## src/rtl/crtc_init_pkg.sv

```systemverilog
package crtc_init_pkg;

    localparam int unsigned ADDR_W     = 12;
    localparam int unsigned DATA_W     = 8;
    localparam int unsigned NUM_REGS   = 16;
    localparam int unsigned REG_IDX_W  = $clog2(NUM_REGS);
    localparam int unsigned STEP_COUNT = 1 + 2 * NUM_REGS;
    localparam int unsigned STEP_W     = $clog2(STEP_COUNT);
    localparam logic [STEP_W-1:0] LAST_STEP = STEP_W'(STEP_COUNT - 1);

    localparam logic [ADDR_W-1:0] PORT_MODE  = 12'h3B8;
    localparam logic [ADDR_W-1:0] PORT_INDEX = 12'h3B4;
    localparam logic [ADDR_W-1:0] PORT_VALUE = 12'h3B5;
    localparam logic [DATA_W-1:0] MODE_WORD  = 8'h29;

    typedef enum logic [1:0] {
        SQ_SETTLE   = 2'd0,
        SQ_ISSUE    = 2'd1,
        SQ_GAP      = 2'd2,
        SQ_COMPLETE = 2'd3
    } sq_state_e;

    typedef struct packed {
        logic              io_space;
        logic [ADDR_W-1:0] addr;
        logic [DATA_W-1:0] data;
    } wr_cmd_t;

    // Text-mode timing value for one controller register.
    function automatic logic [DATA_W-1:0] reg_value(input logic [REG_IDX_W-1:0] r);
        logic [DATA_W-1:0] v;
        case (r)
            4'd0:    v = 8'h61;
            4'd1:    v = 8'h50;
            4'd2:    v = 8'h52;
            4'd3:    v = 8'h0F;
            4'd4:    v = 8'h19;
            4'd5:    v = 8'h06;
            4'd6:    v = 8'h19;
            4'd7:    v = 8'h19;
            4'd8:    v = 8'h02;
            4'd9:    v = 8'h0D;
            4'd10:   v = 8'h0B;
            4'd11:   v = 8'h0C;
            default: v = 8'h00;
        endcase
        return v;
    endfunction

    // Step 0 is the mode port; step k>0 belongs to pair (k-1)/2, index first.
    function automatic wr_cmd_t decode_step(input logic [STEP_W-1:0] s);
        wr_cmd_t              c;
        logic [STEP_W-1:0]    k;
        logic [REG_IDX_W-1:0] pair;
        logic [REG_IDX_W-1:0] regno;
        k        = s - STEP_W'(1);
        pair     = k[REG_IDX_W:1];
        regno    = REG_IDX_W'(NUM_REGS - 1) - pair;
        c.io_space = 1'b1;
        if (s == '0) begin
            c.addr = PORT_MODE;
            c.data = MODE_WORD;
        end else if (!k[0]) begin
            c.addr = PORT_INDEX;
            c.data = DATA_W'(regno);
        end else begin
            c.addr = PORT_VALUE;
            c.data = reg_value(regno);
        end
        return c;
    endfunction

endpackage

```

## src/rtl/crtc_settle_timer.sv

```systemverilog
module crtc_settle_timer #(
    parameter int unsigned LIMIT = 16
) (
    input  logic clk,
    input  logic rst,
    input  logic reload,
    input  logic run,
    output logic expired
);
    localparam int unsigned CW = (LIMIT > 1) ? $clog2(LIMIT) : 1;
    localparam logic [CW-1:0] LOAD = CW'(LIMIT - 1);

    logic [CW-1:0] cnt_q;

    always_ff @(posedge clk) begin
        if (rst || reload) begin
            cnt_q <= LOAD;
        end else if (run && cnt_q != '0) begin
            cnt_q <= cnt_q - CW'(1);
        end
    end

    assign expired = run && (cnt_q == '0);

endmodule

```

## src/rtl/crtc_step_decoder.sv

```systemverilog
module crtc_step_decoder
    import crtc_init_pkg::*;
(
    input  logic [STEP_W-1:0] step,
    output wr_cmd_t           cmd
);
    always_comb begin
        cmd = decode_step(step);
    end
endmodule

```

## src/rtl/crtc_init_fsm.sv

```systemverilog
module crtc_init_fsm
    import crtc_init_pkg::*;
#(
    parameter int unsigned SETTLE_CYCLES = 16
) (
    input  logic              clk,
    input  logic              rst,
    input  logic              start_i,
    input  logic              wr_done_i,
    output logic              req,
    output logic [STEP_W-1:0] step,
    output logic              complete
);
    sq_state_e         state_q;
    logic [STEP_W-1:0] step_q;
    logic              complete_q;
    logic              accept_start;
    logic              settle_run;
    logic              settle_expired;

    assign accept_start = (state_q == SQ_COMPLETE) && start_i;
    assign settle_run   = (state_q == SQ_SETTLE);

    crtc_settle_timer #(.LIMIT(SETTLE_CYCLES)) u_settle (
        .clk     (clk),
        .rst     (rst),
        .reload  (accept_start),
        .run     (settle_run),
        .expired (settle_expired)
    );

    always_ff @(posedge clk) begin
        if (rst) begin
            state_q    <= SQ_SETTLE;
            step_q     <= '0;
            complete_q <= 1'b0;
        end else begin
            case (state_q)
                SQ_SETTLE: begin
                    if (settle_expired) state_q <= SQ_ISSUE;
                end
                SQ_ISSUE: begin
                    if (wr_done_i) begin
                        if (step_q == LAST_STEP) begin
                            state_q    <= SQ_COMPLETE;
                            complete_q <= 1'b1;
                        end else begin
                            step_q  <= step_q + STEP_W'(1);
                            state_q <= SQ_GAP;
                        end
                    end
                end
                SQ_GAP: begin
                    state_q <= SQ_ISSUE;
                end
                default: begin
                    if (accept_start) begin
                        state_q    <= SQ_SETTLE;
                        step_q     <= '0;
                        complete_q <= 1'b0;
                    end
                end
            endcase
        end
    end

    assign req      = (state_q == SQ_ISSUE);
    assign step     = step_q;
    assign complete = complete_q;

endmodule

```

## src/rtl/crtc_init_seq.sv

```systemverilog
module crtc_init_seq
    import crtc_init_pkg::*;
#(
    parameter int unsigned SETTLE_CYCLES = 16
) (
    input  logic              clk,
    input  logic              rst,
    input  logic              start_i,
    input  logic              wr_done_i,
    output logic              wr_req_o,
    output logic              wr_io_o,
    output logic [ADDR_W-1:0] wr_addr_o,
    output logic [DATA_W-1:0] wr_data_o,
    output logic              init_done_o
);
    logic [STEP_W-1:0] step;
    wr_cmd_t           cmd;

    crtc_init_fsm #(.SETTLE_CYCLES(SETTLE_CYCLES)) u_fsm (
        .clk       (clk),
        .rst       (rst),
        .start_i   (start_i),
        .wr_done_i (wr_done_i),
        .req       (wr_req_o),
        .step      (step),
        .complete  (init_done_o)
    );

    crtc_step_decoder u_dec (
        .step (step),
        .cmd  (cmd)
    );

    assign wr_io_o   = cmd.io_space;
    assign wr_addr_o = cmd.addr;
    assign wr_data_o = cmd.data;

endmodule

```

## config.mk

```make
export PLATFORM = sky130hd
export DESIGN_NAME = crtc_init_seq
export DESIGN_NICKNAME = d
export VERILOG_FILES = /design/src/rtl/crtc_init_pkg.sv /design/src/rtl/crtc_settle_timer.sv /design/src/rtl/crtc_step_decoder.sv /design/src/rtl/crtc_init_fsm.sv /design/src/rtl/crtc_init_seq.sv
export SDC_FILE = /design/constraint.sdc
export NUM_CORES = 1
export LEC_CHECK = 0
export BUFFER_PORTS_ARGS = -buffer_cell sky130_fd_sc_hd__buf_4
export CAP_MARGIN = 20
export CORE_MARGIN = 4
export CORE_UTILIZATION = 55
export CTS_BUF_LIST = sky130_fd_sc_hd__clkbuf_8
export DETAILED_ROUTE_END_ITERATION = 6
export PLACE_DENSITY_LB_ADDON = 0.1
export SYNTH_ARGS = -nofsm -noshare
export SYNTH_HDL_FRONTEND = slang
export SYNTH_SLANG_ARGS = --single-unit
```

## constraint.sdc

```tcl
create_clock -name clk -period 4.68 [get_ports clk]
set_input_delay 0.936 -clock clk [delete_from_list [all_inputs] [get_ports clk]]
set_output_delay 0.936 -clock clk [all_outputs]
set_load 0.02 [all_outputs]
```

After elaboration in Yosys (flattened, before gate mapping) --
Memories as Yosys holds them, arrays and structs flattened. Cells that the tools add are included.
Word-level totals: input bits 4, output and inout bits 23, memories kept 1, memory bits (read-only) 112, word-level logic and storage cells 47, register bits 13
Memories:
- (name not given) | words 16, width 7, read ports 1, clocked after Yosys merged registers in 0, wr ports 0, RTL line crtc_init_pkg.sv:32 | case (r)
Cells by class: bitwise operators 1, $add $sub $neg 4, muxes and demuxes 15, reduce and logical (&&, ||, !) cells 14, equal/unequal tests 8
Operators by type and width (number):
- 20-bit two-way mux | 1
- 6-bit two-way mux | 3
- 6-bit case mux with 2 select lines | 1
- 9-bit two-way mux | 1
- 4-bit AND reduction | 2
- 4-bit nonzero test | 2
- 6-bit by 1-bit adder with 6-bit output (second input constant) | 1
- 6-bit == test (second input constant) | 1
- 6-bit zero test | 1
- 2-bit two-way mux | 3
- 2-bit case mux with 3 select lines | 1
- 5-bit by 1-bit subtractor with 5-bit output (second input constant) | 1
- 2-bit == test (second input constant) | 2
- 4-bit zero test | 1
- 1-bit two-way mux | 4
- 2-bit by 1-bit inequality test with 1-bit output (second input constant) | 2
- 2-bit inequality test (second input constant) | 2
- 4-bit by 1-bit subtractor with 4-bit output (second input constant) | 1
- 4-bit subtractor (first input constant) | 1
- 1-bit logical AND | 3
- 3-bit AND reduction | 1
- 2-bit by 1-bit == test with 1-bit output (second input constant) | 1
- 2-bit zero test | 1
- 1-bit case mux with 2 select lines | 1
- 4 further kinds | 4

Logic depth before layout (Yosys ltp) --
Gate-level depths: netlist (run 1). An unclocked memory read counts as a cell.
depth after elaboration 5, mapped depth 10

Hierarchy --
Synthesis (run 1) repeated with hierarchy kept, for this count alone.
Unflattened totals: cell total of the unflattened synthesis 179, area, all modules 1326.3 um^2
Modules (own cells, without submodules):
- crtc_step_decoder | times used 1, area each 594.3 um^2, seq. area each 0.0 um^2, cells an instance 96
- crtc_init_fsm | times used 1, area each 526.8 um^2, seq. area each 180.2 um^2, cells an instance 59
- crtc_settle_timer | times used 1, area each 205.2 um^2, seq. area each 80.1 um^2, cells an instance 24

Worst setup path before layout (run 1) --
Ideal clock, no wire load.
path type flip-flop to output port, start point reg u_fsm.step_q[0] (netlist: u_fsm.step[0]), end point out wr_data_o[2], arrival time 2286 ps, buffers on the path 1, cell stages (with the launch flop) 9, data required time 3744 ps, slack 1458 ps, cells stage by stage dfxtp_1 -> clkbuf_1 -> inv_1 -> ha_1 -> or4b_4 -> nor2_1 -> inv_1 -> nand3_1 -> o21ai_0
On the way: cells in the longest elaborated chain, start to end 5, elaborated cells between the ends (all ways) 6
Ends and longest elaborated chain:
- start, declared | RTL line crtc_init_fsm.sv:15 | logic [STEP_W-1:0] step_q;
- start signal, assigned | RTL line crtc_init_fsm.sv:48 | step_q <= step_q + STEP_W'(1);
- 5-bit by 1-bit subtractor with 5-bit output | RTL line crtc_init_pkg.sv:56 | k = s - STEP_W'(1);
- 4-bit subtractor | RTL line crtc_init_pkg.sv:58 | regno = REG_IDX_W'(NUM_REGS - 1) - pair;
- memory 16 x 7 bit
- 9-bit two-way mux | RTL line crtc_init_pkg.sv:63 | end else if (!k[0]) begin
- 20-bit two-way mux (*) | RTL line crtc_init_pkg.sv:60 | if (s == '0) begin
- end, declared | RTL line crtc_init_seq.sv:13 | output logic [DATA_W-1:0] wr_data_o,
Every way passes the cells marked *; elsewhere a longest branch is shown, timed or not.

Final worst setup path (run 1) --
start point reg u_fsm.step_q[0] (netlist: u_fsm.step[0]), end point out wr_data_o[3]
The elaborated chain is that of the path after synthesis.

==> metrics.md, run 1 <==
| Metric | Value |
|---|---|
| Area growth, synth to finish | `8.60%` |
| Worst Setup End Kind | `output port` |
| Clk pwr share | `29.1%` |
| Post-synth EDFFs | `0` |
| Num rows | `16` |
| Ys async rst share | `0%` |
| Cts hold-fix bufs | `0` |
| 1st-pass router iterations | `4` |
| Final Setup Violations | `0` |
| HP Class | `register to register` |
| Final Wtd Congestion | `0.868` |
| Diode count | `0` |
| Ys flop type | `dfxtp_1` |
| Clock latency at the later pin of the worst-skew pair | `240 ps` |
| RSZ-0062 raised after global routing | `no` |
| Met2 WL | `1.30 mm` |
| Fin crit share | `78.5%` |
| Register Area | `260 µm²` |
| Warnings from Yosys | `0` |
| Vias in the first global route | `1035` |
| # clock sinks | `13` |
| WL met1 | `1.17 mm` |
| Logic pwr share | `33.7%` |
| Cell area power density | `261 mW/mm²` |
| Sw frac | `34.5%` |
| Slew headroom | `56.2%` |
| Setup bufs post-CTS | `0` |
| Register area share after synthesis | `21.6%` |
| Initial Util | `59.7%` |
| CP Launch Type | `register` |
| Post-detail-place hpwl | `2.00 mm` |
| Global router's overall resource usage | `20.2%` |
| Maximum buffer depth of the clock tree | `2` |
| Int Pwr | `224 µW` |
| Critical path type | `register to output port` |
| Cell count after synthesis | `164` |
| Fmax achieved | `0.272 GHz` |
| Number of distinct library cells after synthesis | `50` |
| Via Count | `1138` |
| Sum Neg Setup Slack | `0 ps` |
| ANT nets after route | `0` |
| CP Data Required Time | `3740 ps` |
| Final #Nets | `181` |
| Vias per Instance | `5.72` |
| Routed wire per std cell | `13.3 µm` |
| Placement Setup Slack | `1300 ps` |
| Worst Path Arrival | `2740 ps` |
| CTS Buf Count | `3` |
| Static leakage power | `0.560 nW` |
| Drt drc | `0` |
| Grt ovf | `0` |
| Largest net degree at the start of global routing | `21` |
| Ports | `27` |
| Max_cap viols | `0` |
| Top Metal Used | `met4` |
| Final hold vios | `0` |
| Die width | `54.9 µm` |
| Fin worst setup slack | `1010 ps` |
| Slew Limit Fails | `0` |
| Synth Cell Area | `0.00121 mm²` |
| Sw Pwr | `118 µW` |
| Area of the core | `0.00202 mm²` |
| Skew final | `0.904 ps` |
| Avg Cell Area, Syn | `7.36 µm²` |
| Clock transition at path regs | `60 ps` |
| Crit path time final | `3670 ps` |
| Fin Hold WS | `501 ps` |
| Met3 WL | `152 µm` |
| Multi-input gate area | `825 µm²` |
| Seq pwr share | `37.2%` |
| Die H | `54.9 µm` |
| Iteration-0 DRC Markers | `19` |
| First-pass GRT wire length | `4.52 mm` |
| Post-CTS Resized | `0` |
| Core Util, Final | `64.9%` |
| Layout cells sized above 1 | `15.7%` |
| Antenna violations before repair | `0` |
| Die area | `0.00301 mm²` |
| Final wirelength | `2.64 mm` |
| Run status | `completed` |
| Crit-path max FO | `12` |
| CTS H-tree lvls | `1` |
| Worst-margin pin slew | `648 ps` |
| Port bufs | `15` |
| TritonCTS clock tree | `yes` |
| Fill cells | `193` |
| Root buffer cell | `clkbuf_8` |
| FF+latch count, synth | `13` |
| Worst VDD drop | `0.229 mV` |
## layer usage
metal  vias to the layer above  global-route usage [%]
met5                         -                       0
met4                         0                    5.81
met3                         2                    3.54
met2                        38                    32.9
met1                       530                    26.8
li1                        568                       -
## worst max-delay path, stage by stage (launching register included)
cell	delay, ps
dfxtp_1	550
inv_1	220
ha_1	370
xor2_1	320
ha_1	260
nor2_1	50
o21ai_0	170
o2111ai_1	120
o221a_2	280
buf_4	150
## metrics by stage
stage	instance area, µm²	total power, mW	cells
global placement	1260	0.241	195
floorplan	1240	0.221	173
CTS	1310	0.345	199
finish	1310	0.342	199
detailed placement	1260	0.244	195
global route	1310	0.368	199
## final timing paths
check	startpoint	to	slack [ps]	cells after the start
hold / removal	u_fsm.u_settle.cnt_q[1]$_SDFFE_PP1P_	u_fsm.u_settle.cnt_q[1]$_SDFFE_PP1P_	500	2
hold reg to reg	u_fsm.u_settle.cnt_q[1]$_SDFFE_PP1P_	u_fsm.u_settle.cnt_q[1]$_SDFFE_PP1P_	500	2
setup / recovery	u_fsm.step[0]$_SDFFE_PP0P_	wr_data_o[3]	1010	9
setup reg to reg	u_fsm.step[0]$_SDFFE_PP0P_	u_fsm.step[5]$_SDFFE_PP0P_	2340	6
## registers in the layout, indices dropped and copies added, names as in the netlist
| name | flops |
|---|---|
| u_fsm.step | 6 |
| u_fsm.u_settle.cnt_q | 4 |
| u_fsm.state_q | 2 |
| u_fsm.complete | 1 |
## final cells by class
type                       instances  share of cell area (%)
sequential                        13                    19.8
tap                               27                    2.58
clock inverter                     1                   0.382
timing repair buffer              15                    8.59
inverter                           9                    2.58
multi-input combinational        131                    62.9
clock buffer                       3                    3.15
## kinds of logic (layout without fill, tap and decap cells)
group	Yosys count	count (layout)	share of synthesized area, %
compound gates	40	40	22.5
xor+xnor	5	5	3.63
fa+ha+maj	4	4	4.15
buf+inv	29	28	13.0
flops	13	13	21.6
mux	4	4	3.52
other cells	2	11	0.622
simple gates	67	67	31.1
## power by group through the flow
stage | registers (mW) | clock network (mW) | logic (mW)
after floorplan | 0.124 | 0 | 0.0971
after global placement | 0.129 | 0 | 0.112
after detailed placement | 0.130 | 0 | 0.114
after CTS | 0.127 | 0.102 | 0.115
after global routing | 0.129 | 0.110 | 0.129
final | 0.127 | 0.0996 | 0.116
## placed cells by master, fill, tap and decap left out, drive strengths merged, types with 2 or more instances in the layout
cell type / n
mux2: 2
clkbuf: 3
and3: 2
nor3: 4
nand2: 15
and2: 3
a21oi: 9
a21o: 2
xnor2: 2
nor2: 13
nor2b: 4
dfxtp: 13
nand2b: 5
and3b: 2
o21ai: 12
o211ai: 3
nor4b: 2
or3: 4
mux2i: 2
ha: 4
nand3: 5
buf: 15
conb: 11
inv: 9
xor2: 3
## synth_stat cells, types with 3 or more instances
cell	number	area share, %
buf_4	11	6.8
or3_1	4	2.1
a21oi_1	9	3.7
nand3_1	5	2.1
nor3_1	3	1.2
buf_2	5	2.1
nand2b_1	5	2.6
dfxtp_1	13	22
o21ai_0	11	4.6
ha_1	4	4.1
and2_1	3	1.6
nor2_1	13	4.0
o211ai_1	3	1.9
nor2b_1	4	2.1
nand2_1	15	4.7
xor2_1	3	2.2
inv_1	9	2.8
clkbuf_1	4	1.2
Power figures use the tool's default switching activity.
==> run 2: changes to the inputs <==
clock period = 3.5 ns   (was 4.68 ns; I/O delays follow)
==> run 2 against run 1 <==
Compared with the run above:
- non-clock buffer count is 1 higher
- final area is 0.57% higher
- clock power is 33% higher
- first-iteration DRC count is 74% higher
- sequential share of layout area is 0.11 points lower
- sequential power is 32% higher
- combinational power is 38% higher
==> metrics.md, run 2 (synthesized netlist as in run 1, its figures left out) <==
| Metric | Value |
|---|---|
| Sw frac | `34.4% (-0.081 points)` |
| Clock transition at path regs | `60 ps (about the same)` |
| Worst Path Arrival | `2530 ps (-210 ps)` |
| Multi-input gate area | `825 µm² (unchanged)` |
| Clock latency at the later pin of the worst-skew pair | `240 ps (about the same)` |
| Final hold vios | `0 (unchanged)` |
| Die width | `54.9 µm (unchanged)` |
| Worst Setup End Kind | `output port` |
| WL met1 | `1.16 mm (-1.4%)` |
| Routed wire per std cell | `13.3 µm (+0.22%)` |
| Port bufs | `15 (unchanged)` |
| Sum Neg Setup Slack | `0 ps (unchanged)` |
| Final #Nets | `182 (+0.55%)` |
| Final wirelength | `2.66 mm (+0.72%)` |
| Logic pwr share | `34.8% (+1.1 points)` |
| CTS H-tree lvls | `1 (unchanged)` |
| Layout cells sized above 1 | `16.2% (+0.49 points)` |
| Hold endpoint | `u_fsm.u_settle.cnt_q[2]$_SDFFE_PP1P_` |
| Worst VDD drop | `0.281 mV (+23%)` |
| Placement Setup Slack | `558 ps (-740 ps)` |
| Fmax achieved | `0.310 GHz` |
| 1st-pass router iterations | `4 (unchanged)` |
| HP Start | `u_fsm.u_settle.cnt_q[2]$_SDFFE_PP1P_` |
| First-pass GRT wire length | `4.59 mm (+1.5%)` |
| Iteration-0 DRC Markers | `33 (+14)` |
| Final Setup Violations | `0 (unchanged)` |
| Area growth, synth to finish | `9.22%` |
| Worst flop-to-flop path endpoint | `u_fsm.step[2]$_SDFFE_PP0P_` |
| Die H | `54.9 µm (unchanged)` |
| Num rows | `16 (unchanged)` |
| Finished Layout Cells | `200 (+0.50%)` |
| Register-to-register setup slack | `1330 ps (-1010 ps)` |
| # clock sinks | `13 (unchanged)` |
| HP Class | `register to register` |
| Cell area power density | `348 mW/mm² (+33%)` |
| Drt drc | `0 (unchanged)` |
| Cts hold-fix bufs | `0 (unchanged)` |
| Final Wtd Congestion | `0.881 (+1.6%)` |
| Fin Hold WS | `513 ps (+11.9 ps)` |
| CP Cell Sequence | `inv_1 > ha_1 > xor2_1 > ha_1 > nor2_1 > o21ai_0 > o2111ai_1 > o221a_2 > buf_4` |
| Register Area | `260 µm² (unchanged)` |
| Vias in the first global route | `1053 (+1.7%)` |
| Maximum buffer depth of the clock tree | `2 (unchanged)` |
| Met2 WL | `1.31 mm (+1.2%)` |
| Fin worst setup slack | `270 ps (-735 ps)` |
| Most common cell after layout, fill and taps aside | `buf_4` |
| Top Metal Used | `met4` |
| Root buffer cell | `clkbuf_8` |
| Area of the core | `0.00202 mm² (unchanged)` |
| Diode count | `0 (unchanged)` |
| CP peak stage delay | `390 ps (-160 ps)` |
| Int Pwr | `301 µW (+34%)` |
| Seq pwr share | `36.5% (-0.7 points)` |
| Via Count | `1159 (+1.8%)` |
| Clk pwr share | `28.7% (-0.4 points)` |
| Initial Util | `59.7% (unchanged)` |
| Sw Pwr | `158 µW (+34%)` |
| Vias per Instance | `5.80 (+1.3%)` |
| Fin crit share | `92.3%` |
| Crit-path max FO | `11 (-1)` |
| Placed insts | `196 (+0.51%)` |
| RSZ-0062 raised after global routing | `no` |
| Skew final | `1.41 ps (+0.503 ps)` |
| Most frequent cells in the layout | `16 x buf_4, 15 x nand2_1, 13 x nor2_1, 13 x dfxtp_1` |
| R2R cell count | `6 (unchanged)` |
| CP Data Required Time | `2800 ps (-940 ps)` |
| ANT nets after route | `0 (unchanged)` |
| Post-CTS Resized | `0 (unchanged)` |
| Hold path cells | `2 (unchanged)` |
| Most common cell on crit path | `ha_1` |
| Met3 WL | `165 µm (+8.6%)` |
| Slowest CP cell | `ha_1` |
| Number of flip-flops in the largest register | `6 (unchanged)` |
| Global router's overall resource usage | `20.6% (+0.48 points)` |
| Static leakage power | `0.565 nW (+0.96%)` |
| Die area | `0.00301 mm² (unchanged)` |
| Slew headroom | `59.5% (+3.3 points)` |
| Crit path time final | `3230 ps` |
| Overall power | `459 µW (+34%)` |
| Grt ovf | `0 (unchanged)` |
| Antenna violations before repair | `0 (unchanged)` |
| Max_cap viols | `0 (unchanged)` |
| Post-detail-place hpwl | `2.04 mm (+2.1%)` |
| TritonCTS clock tree | `yes` |
| Fill cells | `189 (-2.1%)` |
| CTS Buf Count | `3 (unchanged)` |
| Ports | `27 (unchanged)` |
| Run status | `completed` |
| Worst-margin pin slew | `607 ps (-41.7 ps)` |
| Largest net degree at the start of global routing | `21 (unchanged)` |
| FF-to-FF Start | `u_fsm.step[0]$_SDFFE_PP0P_` |
| Critical path type | `register to output port` |
| CP Launch Type | `register` |
| Setup bufs post-CTS | `0 (unchanged)` |
| Slew Limit Fails | `0 (unchanged)` |
-- run 2: layout make-up --
type / count / share of cell area, %
Sequential cell: 13 / 19.7
Inverter: 9 / 2.56
Timing Repair Buffer: 16 / 9.11
Multi-Input combinational cell: 131 / 62.5
Tap cell: 27 / 2.56
Clock inverter: 1 / 0.380
Clock buffer: 3 / 3.13
-- run 2: metrics by stage --
step / util [%] / cell area [µm²]
after floorplan: - / 1240
after global placement: 62.9 / 1270
after detailed placement: 62.9 / 1270
after CTS: 65.2 / 1320
after global routing: 65.2 / 1320
final: 65.2 / 1320
-- run 2: worst max-delay path by stage --
stage,from,to,slack [ps],cells after the start
final,u_fsm.step[0]$_SDFFE_PP0P_,wr_data_o[3],270,9
after global placement,u_fsm.step[0]$_SDFFE_PP0P_,wr_data_o[3],680,9
after CTS,u_fsm.step[0]$_SDFFE_PP0P_,wr_data_o[3],280,9
after global routing,u_fsm.step[1]$_SDFFE_PP0P_,wr_data_o[3],50,9
after detailed placement,u_fsm.step[0]$_SDFFE_PP0P_,wr_data_o[3],560,9
after floorplan,u_fsm.step[0]$_SDFFE_PP0P_,wr_data_o[2],510,8
-- run 2: power groups by stage --
stage | Sequential (mW) | Clock [mW] | Combinational [mW]
2_1_floorplan | 0.166 | 0 | 0.130
3_3_place_gp | 0.169 | 0 | 0.155
3_5_place_dp | 0.171 | 0 | 0.158
4_1_cts | 0.167 | 0.135 | 0.159
5_1_grt | 0.170 | 0.148 | 0.177
6_report | 0.168 | 0.132 | 0.160
-- run 2: routing by layer --
layer | GRT usage (%) | vias up
li1 | - | 573
met1 | 27.5 | 543
met2 | 32.5 | 39
met3 | 4.63 | 4
met4 | 6.64 | 0
met5 | 0 | -
-- run 2: critical path: cells and delay by family, from the launching register on --
family | cells | cell delay, ps
XOR/XNOR | 1 | 330
AO/OA/AOI/OAI | 3 | 630
flip-flops | 1 | 300
adder cells (fa/ha/maj) | 2 | 640
AND/OR/NAND/NOR | 1 | 50
buffers and inverters | 2 | 340
